File: config.mk
export PLATFORM = sky130hd
export DESIGN_NAME = resp_byte_seq
export DESIGN_NICKNAME = d
export VERILOG_FILES = /design/src/rtl/resp_seq_pkg.sv /design/src/rtl/resp_seq_buf.sv /design/src/rtl/resp_seq_ctrl.sv /design/src/rtl/resp_seq_out.sv /design/src/rtl/resp_byte_seq.sv
export SDC_FILE = /design/constraint.sdc
export NUM_CORES = 1
export LEC_CHECK = 0
export ABC_AREA = 1
export BUFFER_PORTS_ARGS = -buffer_cell sky130_fd_sc_hd__buf_2
export CORE_ASPECT_RATIO = 0.6
export CORE_MARGIN = 2
export CORE_UTILIZATION = 28
export DETAILED_ROUTE_END_ITERATION = 16
export PLACE_DENSITY_LB_ADDON = 0.2
export SLEW_MARGIN = 20
export SYNTH_ARGS = -nofsm -noshare
export SYNTH_HDL_FRONTEND = slang
export SYNTH_SLANG_ARGS = --single-unit
File: constraint.sdc
create_clock -name clk_i -period 1.95 [get_ports clk_i]
set_input_delay 0.0975 -clock clk_i [delete_from_list [all_inputs] [get_ports clk_i]]
set_output_delay 0.0975 -clock clk_i [all_outputs]
set_load 0.005 [all_outputs]
File: src/rtl/resp_seq_pkg.sv
package resp_seq_pkg;
  typedef enum logic [1:0] {
    ST_IDLE    = 2'd0,
    ST_DELAY   = 2'd1,
    ST_PAYLOAD = 2'd2,
    ST_DONE    = 2'd3
  } seq_state_e;
endpackage

File: src/rtl/resp_seq_buf.sv
module resp_seq_buf #(
  parameter int DEPTH = 16,
  parameter int DW    = 8,
  localparam int IDX_W = $clog2(DEPTH)
) (
  input  logic             clk_i,
  input  logic             wr_en_i,
  input  logic [IDX_W-1:0] wr_addr_i,
  input  logic [DW-1:0]    wr_data_i,
  input  logic [IDX_W-1:0] rd_idx_i,
  output logic [DW-1:0]    rd_data_o
);
  logic [DW-1:0] mem_q [DEPTH];

  always_ff @(posedge clk_i) begin
    if (wr_en_i && (int'(wr_addr_i) < DEPTH)) mem_q[wr_addr_i] <= wr_data_i;
  end

  assign rd_data_o = (int'(rd_idx_i) < DEPTH) ? mem_q[rd_idx_i] : '0;
endmodule

File: src/rtl/resp_seq_ctrl.sv
module resp_seq_ctrl
  import resp_seq_pkg::*;
#(
  parameter int DEPTH = 16,
  parameter int DLY_W = 8,
  parameter int TAIL  = 5,
  localparam int IDX_W = $clog2(DEPTH),
  localparam int LEN_W = $clog2(DEPTH + 1),
  localparam int CNT_W = $clog2(DEPTH + TAIL + 1)
) (
  input  logic             clk_i,
  input  logic             rst_ni,
  input  logic             start_i,
  input  logic [DLY_W-1:0] delay_i,
  input  logic [LEN_W-1:0] len_i,
  input  logic             abort_i,
  input  logic             tx_ready_i,
  output logic             busy_o,
  output logic             done_o,
  output logic             emit_o,
  output logic             sel_buf_o,
  output logic             preload_o,
  output logic [IDX_W-1:0] rd_idx_o
);
  seq_state_e       state_q;
  logic [DLY_W-1:0] dly_q;
  logic [LEN_W-1:0] len_q;
  logic [CNT_W-1:0] idx_q;
  logic [LEN_W-1:0] len_clamped;
  logic [CNT_W-1:0] last_idx;

  assign busy_o      = (state_q == ST_DELAY) || (state_q == ST_PAYLOAD);
  assign done_o      = (state_q == ST_DONE);
  assign emit_o      = busy_o && tx_ready_i && !abort_i;
  assign preload_o   = (state_q == ST_IDLE) && start_i && !abort_i;
  assign len_clamped = (int'(len_i) > DEPTH) ? LEN_W'(DEPTH) : len_i;
  assign last_idx    = CNT_W'(len_q) + CNT_W'(TAIL - 1);
  assign sel_buf_o   = (state_q == ST_PAYLOAD) && (idx_q < CNT_W'(len_q));
  assign rd_idx_o    = idx_q[IDX_W-1:0];

  always_ff @(posedge clk_i or negedge rst_ni) begin
    if (!rst_ni) begin
      state_q <= ST_IDLE;
      dly_q   <= '0;
      len_q   <= '0;
      idx_q   <= '0;
    end else if (abort_i) begin
      state_q <= ST_IDLE;
    end else begin
      case (state_q)
        ST_IDLE: if (start_i) begin
          dly_q   <= delay_i;
          len_q   <= len_clamped;
          idx_q   <= '0;
          state_q <= (delay_i == '0) ? ST_PAYLOAD : ST_DELAY;
        end
        ST_DELAY: if (tx_ready_i) begin
          dly_q <= dly_q - DLY_W'(1);
          if (dly_q == DLY_W'(1)) state_q <= ST_PAYLOAD;
        end
        ST_PAYLOAD: if (tx_ready_i) begin
          idx_q <= idx_q + CNT_W'(1);
          if (idx_q == last_idx) state_q <= ST_DONE;
        end
        default: state_q <= ST_IDLE;
      endcase
    end
  end

  assert_idx_bound_R4: assert property (@(posedge clk_i) disable iff (!rst_ni)
    (state_q == ST_PAYLOAD) |-> (idx_q <= last_idx));
  assert_done_pulse_R5: assert property (@(posedge clk_i) disable iff (!rst_ni)
    done_o |=> !done_o);
  assert_delay_nonzero_R2: assert property (@(posedge clk_i) disable iff (!rst_ni)
    (state_q == ST_DELAY) |-> (dly_q != '0));
endmodule

File: src/rtl/resp_seq_out.sv
module resp_seq_out #(
  parameter int DW = 8
) (
  input  logic          clk_i,
  input  logic          rst_ni,
  input  logic          preload_i,
  input  logic          emit_i,
  input  logic [DW-1:0] byte_i,
  output logic [DW-1:0] tx_data_o,
  output logic          tx_valid_o
);
  always_ff @(posedge clk_i or negedge rst_ni) begin
    if (!rst_ni) begin
      tx_data_o  <= '0;
      tx_valid_o <= 1'b0;
    end else begin
      tx_valid_o <= emit_i;
      if (preload_i)   tx_data_o <= '0;
      else if (emit_i) tx_data_o <= byte_i;
    end
  end
endmodule

File: src/rtl/resp_byte_seq.sv
module resp_byte_seq #(
  parameter int DEPTH = 16,
  parameter int DLY_W = 8,
  parameter int TAIL  = 5,
  localparam int IDX_W = $clog2(DEPTH),
  localparam int LEN_W = $clog2(DEPTH + 1)
) (
  input  logic             clk_i,
  input  logic             rst_ni,
  input  logic             wr_en_i,
  input  logic [IDX_W-1:0] wr_addr_i,
  input  logic [7:0]       wr_data_i,
  input  logic             start_i,
  input  logic [DLY_W-1:0] delay_i,
  input  logic [LEN_W-1:0] len_i,
  input  logic             abort_i,
  input  logic             tx_ready_i,
  output logic [7:0]       tx_data_o,
  output logic             tx_valid_o,
  input  logic             rx_avail_i,
  output logic             rx_read_o,
  output logic             busy_o,
  output logic             done_o
);
  logic             emit, sel_buf, preload;
  logic [IDX_W-1:0] rd_idx;
  logic [7:0]       rd_data, next_byte;

  resp_seq_buf #(.DEPTH(DEPTH), .DW(8)) u_buf (
    .clk_i, .wr_en_i, .wr_addr_i, .wr_data_i,
    .rd_idx_i(rd_idx), .rd_data_o(rd_data)
  );

  resp_seq_ctrl #(.DEPTH(DEPTH), .DLY_W(DLY_W), .TAIL(TAIL)) u_ctrl (
    .clk_i, .rst_ni, .start_i, .delay_i, .len_i, .abort_i, .tx_ready_i,
    .busy_o, .done_o, .emit_o(emit), .sel_buf_o(sel_buf),
    .preload_o(preload), .rd_idx_o(rd_idx)
  );

  assign next_byte = sel_buf ? rd_data : 8'h00;

  resp_seq_out #(.DW(8)) u_out (
    .clk_i, .rst_ni, .preload_i(preload), .emit_i(emit), .byte_i(next_byte),
    .tx_data_o, .tx_valid_o
  );

  // received bytes are drained while a sequence runs
  assign rx_read_o = rx_avail_i && busy_o;

  assert_valid_after_ready_R1: assert property (@(posedge clk_i) disable iff (!rst_ni)
    tx_valid_o |-> $past(tx_ready_i));
  assert_valid_only_active_R1: assert property (@(posedge clk_i) disable iff (!rst_ni)
    tx_valid_o |-> (busy_o || done_o));
  assert_abort_stops_R6: assert property (@(posedge clk_i) disable iff (!rst_ni)
    abort_i |=> (!busy_o && !tx_valid_o && !done_o));
  assert_done_not_busy_R5: assert property (@(posedge clk_i) disable iff (!rst_ni)
    done_o |-> (!busy_o && tx_valid_o));
endmodule

==> impl_metrics.env, run 1 <==
export IMPL_hold_end="u_ctrl.len_q[4]"
export IMPL_final_common_cell="nand2_1"
export IMPL_reg2reg_from="u_ctrl.state_q[0]"
export IMPL_skew_ps=12.8
export IMPL_dpl_instance_area_um2=7770
export IMPL_grt_pass1_vias=4777
export IMPL_syn_avg_cell_area_um2=9.98
export IMPL_drc=0
export IMPL_fin_hold_ws_ps=32.4
export IMPL_highest_layer="met4"
export IMPL_setup_viol=0
export IMPL_cts_buffers=17
export IMPL_fin_cells=1120
export IMPL_synth_largest_area_cell="edfxtp_1"
export IMPL_start_util_pct=28.8
export IMPL_yosysUniqueCellTypes=28
export IMPL_portBuffers=43
export IMPL_ir_drop_uv=497
export IMPL_synth_nets=750
export IMPL_rsz0062_at_grt="no"
export IMPL_vias=5017
export IMPL_drt_pass1_iter_count=5
export IMPL_slowest_delay_ps=420
export IMPL_final_util_pct=34.8
export IMPL_vias_per_cell=4.48
export IMPL_cts_num_sinks=157
export IMPL_fmax_ghz=0.573
export IMPL_maxCapViolations=0
export IMPL_core_region_area_um2=24400
export IMPL_postLayoutCellArea_um2=8510
export IMPL_hp_class="input pin to flop"
export IMPL_diodes=0
export IMPL_worstPathArrival_ps=2080
export IMPL_drive_above_1_share_pct=14.8
export IMPL_ys_warn_count=0
export IMPL_detail_route_wirelength_um=18600
export IMPL_cpMostUsedCell="inv_1"
export IMPL_core_rowCount=44
export IMPL_timing_rr_end="u_ctrl.idx_q[2]"
export IMPL_synth_area_top_cells="edfxtp_1 (55%), nand2_1 (13%), dfrtp_1 (10%)"
export IMPL_placed_cells=1074
export IMPL_cts_buffer_depth=2
export IMPL_cp_max_fo=7
export IMPL_syn_cell_area_um2=7040
export IMPL_num_io_pins=44
export IMPL_wl_met1_um=10600
export IMPL_synth_seq_cells=157
export IMPL_clockRootBuffer="clkbuf_16"
export IMPL_setup_tns_ps=0
export IMPL_holdPathStages=3
export IMPL_route_met3_wl_um=1060
export IMPL_num_fill_cells=2530
export IMPL_critPathRequiredTime_ps=2290
export IMPL_cts_tree="done"
export IMPL_timing_worst_setup_path_type="flop to flop"
export IMPL_place_gp_congestion=0.785
export IMPL_area_growth_pct=20.9
export IMPL_p_leak_nw=3.52
export IMPL_hpwl_um=12000
export IMPL_overflow=0
export IMPL_r2r_slack_ps=200
export IMPL_yosysSeqAreaShare_pct=64.9
export IMPL_routedWlPerCell_um=16.6
export IMPL_finalCritPeriodShare_pct=89.5
export IMPL_antenna_found_initial=0
export IMPL_tightest_slew_ps=724
export IMPL_grt_max_degree=57
export IMPL_startpoint_type="flop"
export IMPL_crit_slowest_cell="dfrtp_1"
export IMPL_synth_cells=705
export IMPL_met2_length_um=6920
export IMPL_dieWidth_um=209
export IMPL_postCtsSetupBuffers=0
export IMPL_crit_chain="inv_1 > ha_1 > inv_1 > nor2_1 > nor2_1 > nand2_2 > inv_2 > nand2_1 > inv_1 > nor3_1"
export IMPL_reg2regPathDepth=10
export IMPL_critPathCaptureType="flop"
export IMPL_fp_dieArea_um2=26500
export IMPL_detail_route_iter0_violations=514
export IMPL_min_from="start_i"
export IMPL_pwr_density_cell_nw_per_um2=1120
export IMPL_insertion_delay_ps=430
export IMPL_nets=830
export IMPL_postRouteAntennaNets=0
export IMPL_grt_pass1_wl_um=29100
export IMPL_track_usage_pct=14.8
export IMPL_outcome="finished clean"
export IMPL_min_period_ps=1750
export IMPL_netlist_area_leader_share_pct=54.6
export IMPL_path_clk_slew_ps=60
export IMPL_cts_htree_levels=4
export IMPL_hold_viol=0
export IMPL_final_cell_mix="nand2_1 (247), edfxtp_1 (128), nand3_1 (107)"
export IMPL_finalMaxSlewViolations=0
export IMPL_die_h_um=127
export IMPL_slew_headroom_pct=51.8
==> synth_stat cells (all sizes together) <==
cell type and number:
a211oi 1, clkbuf 2, o21ai 19, ha 13, nand3b 2, clkinv 9
nand2 249, dfrtp 29, buf 22, nand4 4, xor2 4, inv 51
a21oi 5, nor2 49, o211ai 1, or2 1, nor3 4, o22ai 4
edfxtp 128, nand3 108
==> critical path: cells and delay by family, from the launching register on <==
family / cells / cell delay (ps)
AND/OR/NAND/NOR: 5 / 520
flip-flops: 1 / 420
buffers and inverters: 4 / 390
adder cells (fa/ha/maj): 1 / 340
==> stage by stage <==
step | setup slack, ps | total power, mW
floorplan | 359 | 5.45
global placement | 210 | 6.19
detailed placement | 153 | 6.18
CTS | 147 | 9.57
global route | 35.1 | 10.0
finish | 204 | 9.50
==> how the worst max path moves through the flow <==
stage / end / cells past startpoint / startpoint
after floorplan: u_ctrl.state_q[0] / 11 / u_ctrl.idx_q[0]
after global placement: u_ctrl.idx_q[2] / 10 / u_ctrl.state_q[0]
after detailed placement: u_out.tx_data_o[4] / 8 / u_ctrl.state_q[1]
after CTS: u_out.tx_data_o[4] / 8 / u_ctrl.state_q[1]
after global routing: u_ctrl.idx_q[2] / 10 / u_ctrl.state_q[0]
final: u_ctrl.idx_q[2] / 10 / u_ctrl.state_q[0]
==> state kept, by name (all words and copies together) (netlist names) <==
signal            count
u_out.tx_valid_o      1
u_ctrl.state_q        2
u_ctrl.len_q          5
u_ctrl.idx_q          5
u_buf.mem_q         128
u_out.tx_data_o       8
u_ctrl.dly_q          8
==> logic make-up after synthesis <==
family,synth area share [%]
xor+xnor,0.498
flops,64.9
fa+ha+maj,2.31
buf+inv,5.05
simple gates,24.9
compound gates,2.28
==> final cells by class <==
class	count	area [µm²]	area share [%]
clock buffers	19	433	5.09
clock inverters	13	155	1.82
inverters	60	225	2.65
multi-input cells	464	2120	24.9
flip-flops and latches	157	4570	53.7
well taps	322	403	4.73
repair buffers	85	603	7.09
==> power breakdown <==
part | internal [mW] | switching [mW]
registers | 3.86 | 0.135
logic | 0.713 | 1.45
clock network | 1.92 | 1.43
total | 6.49 | 3.01
==> routing by layer <==
layer	GRT usage, %	vias to the layer above
met5	0	-
met1	24.4	2373
li1	-	2521
met3	3.59	7
met2	18.8	116
met4	2.90	0
==> repair_timing <==
item / 4_1_cts / 5_1_grt
endpoints found under the setup margin: 0 / 13
resized for setup: 0 / 3
hold endpoints to repair: 42 / 0
hold buffers: 14 / 0
No activity file was read; power rests on OpenSTA's default activity.
==> run 2: changes to the inputs <==
--- a/config.mk
+++ b/config.mk
@@ -8,7 +8,7 @@
 export ABC_AREA = 1
 export BUFFER_PORTS_ARGS = -buffer_cell sky130_fd_sc_hd__buf_2
 export CORE_ASPECT_RATIO = 0.6
-export CORE_MARGIN = 2
+export CORE_MARGIN = 5
 export CORE_UTILIZATION = 28
 export DETAILED_ROUTE_END_ITERATION = 16
 export PLACE_DENSITY_LB_ADDON = 0.2
==> impl_metrics.env, run 2 (synthesis results as in run 1) <==
export IMPL_setup_tns_ps=0
export IMPL_reg_top3="u_buf.mem_q: 128 flops, u_ctrl.dly_q: 8 flops, u_out.tx_data_o: 8 flops"
export IMPL_portBuffers=43
export IMPL_reg2regPathDepth=6
export IMPL_critPathRequiredTime_ps=2260
export IMPL_hp_class="input pin to flop"
export IMPL_drive_above_1_share_pct=14.6
export IMPL_layout_setup_ws_ps=135
export IMPL_regMostFlops="u_buf.mem_q"
export IMPL_vias_per_cell=4.44
export IMPL_critPathCaptureType="flop"
export IMPL_num_fill_cells=2496
export IMPL_insertion_delay_ps=440
export IMPL_grt_pass1_wl_um=29600
export IMPL_nets=831
export IMPL_startpoint_type="flop"
export IMPL_holdPathStages=5
export IMPL_place_gp_congestion=0.792
export IMPL_largest_register_ffs=128
export IMPL_tightest_slew_ps=743
export IMPL_drc=0
export IMPL_cp_max_fo=6
export IMPL_maxCapViolations=0
export IMPL_hpwl_um=12200
export IMPL_grt_pass1_vias=4742
export IMPL_worstPathArrival_ps=2130
export IMPL_area_growth_pct=21.1
export IMPL_min_period_ps=1820
export IMPL_drt_pass1_iter_count=5
export IMPL_setup_viol=0
export IMPL_r2r_slack_ps=130
export IMPL_cts_tree="done"
export IMPL_p_leak_nw=3.51
export IMPL_die_h_um=133
export IMPL_grt_max_degree=67
export IMPL_outcome="finished clean"
export IMPL_path_clk_slew_ps=60
export IMPL_slew_headroom_pct=50.5
export IMPL_vias=4980
export IMPL_core_region_area_um2=24400
export IMPL_fp_dieArea_um2=28500
export IMPL_cts_buffer_depth=2
export IMPL_skew_ps=9.85
export IMPL_cts_htree_levels=4
export IMPL_postRouteAntennaNets=0
export IMPL_start_util_pct=28.8
export IMPL_reg2reg_from="u_ctrl.state_q[1]"
export IMPL_timing_rr_end="u_ctrl.len_q[4]"
export IMPL_min_from="delay_i[6]"
export IMPL_final_common_cell="nand2_1"
export IMPL_finalCritPeriodShare_pct=93.1
export IMPL_dpl_instance_area_um2=7800
export IMPL_detail_route_wirelength_um=18800
export IMPL_dieWidth_um=215
export IMPL_hold_viol=0
export IMPL_antenna_found_initial=0
export IMPL_cts_buffers=17
export IMPL_diodes=0
export IMPL_ir_drop_uv=547
export IMPL_postLayoutCellArea_um2=8520
export IMPL_pwr_density_cell_nw_per_um2=1100
export IMPL_finalMaxSlewViolations=0
export IMPL_rsz0062_at_grt="no"
export IMPL_fmax_ghz=0.551
export IMPL_core_rowCount=44
export IMPL_clockRootBuffer="clkbuf_16"
export IMPL_num_io_pins=44
export IMPL_track_usage_pct=13.7
export IMPL_timing_worst_setup_path_type="flop to flop"
export IMPL_detail_route_iter0_violations=442
export IMPL_final_cell_mix="nand2_1 (247), edfxtp_1 (128), nand3_1 (107)"
export IMPL_pre_cts_ws_ps=156
export IMPL_overflow=0
export IMPL_hold_end="u_ctrl.dly_q[6]"
export IMPL_cts_num_sinks=157
export IMPL_routedWlPerCell_um=16.8
-- run 2: power breakdown --
group          switching (mW)  internal (mW)  total, mW
clock                    1.42           1.77       3.19
combinational            1.48          0.744       2.22
sequential              0.131           3.85       3.99
total                    3.04           6.37       9.40
-- run 2: how the worst max path moves through the flow --
stage | startpoint | to | cells past startpoint
4_1_cts | u_ctrl.state_q[1] | u_ctrl.len_q[4] | 6
2_1_floorplan | u_ctrl.idx_q[0] | u_ctrl.state_q[0] | 11
3_3_place_gp | u_ctrl.state_q[0] | u_ctrl.idx_q[2] | 10
5_1_grt | u_ctrl.state_q[1] | u_ctrl.len_q[4] | 6
6_report | u_ctrl.state_q[1] | u_ctrl.len_q[4] | 6
3_5_place_dp | u_ctrl.state_q[1] | u_out.tx_data_o[3] | 8
-- run 2: stage by stage --
stage | utilization [%] | instances | total power [mW] | hold slack, ps
after floorplan | - | 705 | 5.45 | -198
after global placement | 31.9 | 1074 | 6.21 | 202
after detailed placement | 31.9 | 1074 | 6.21 | 214
after CTS | 34.8 | 1121 | 9.48 | 7.30
after global routing | 34.9 | 1121 | 9.99 | 57.3
final | 34.9 | 1121 | 9.40 | 37.5
-- run 2: worst max-delay path, stage by stage (launching register included) --
cell	delay, ps
dfrtp_1	430
inv_1	120
ha_2	260
nand3_2	140
nor2_1	150
a21oi_1	50
dlygate4sd3_1	550
-- run 2: layer usage --
metal  track usage [%]  vias to the layer above  part of all wire [%]
met1              22.4                     2340                    57
met5                 0                        -                     0
met2              17.3                      116                    38
met4              2.68                        0                  0.59
li1                  -                     2516                     -
met3              4.43                        8                   5.0
-- run 2: area by class of cell --
class,instances,area (µm²),share of cell area [%]
Multi-Input combinational cell,464,2120,24.9
Tap cell,322,403,4.73
Clock inverter,15,138,1.62
Timing Repair Buffer,86,638,7.49
Clock buffer,17,425,4.99
Inverter,60,225,2.64
Sequential cell,157,4570,53.6
-- run 2: timing repair --
item                                   in CTS  in global routing
endpoints found under the hold margin      42                  0
hold buffers                               15                  0
resized for setup                           0                  2
setup endpoints to repair                   0                 11
buffers inserted                            0                  0
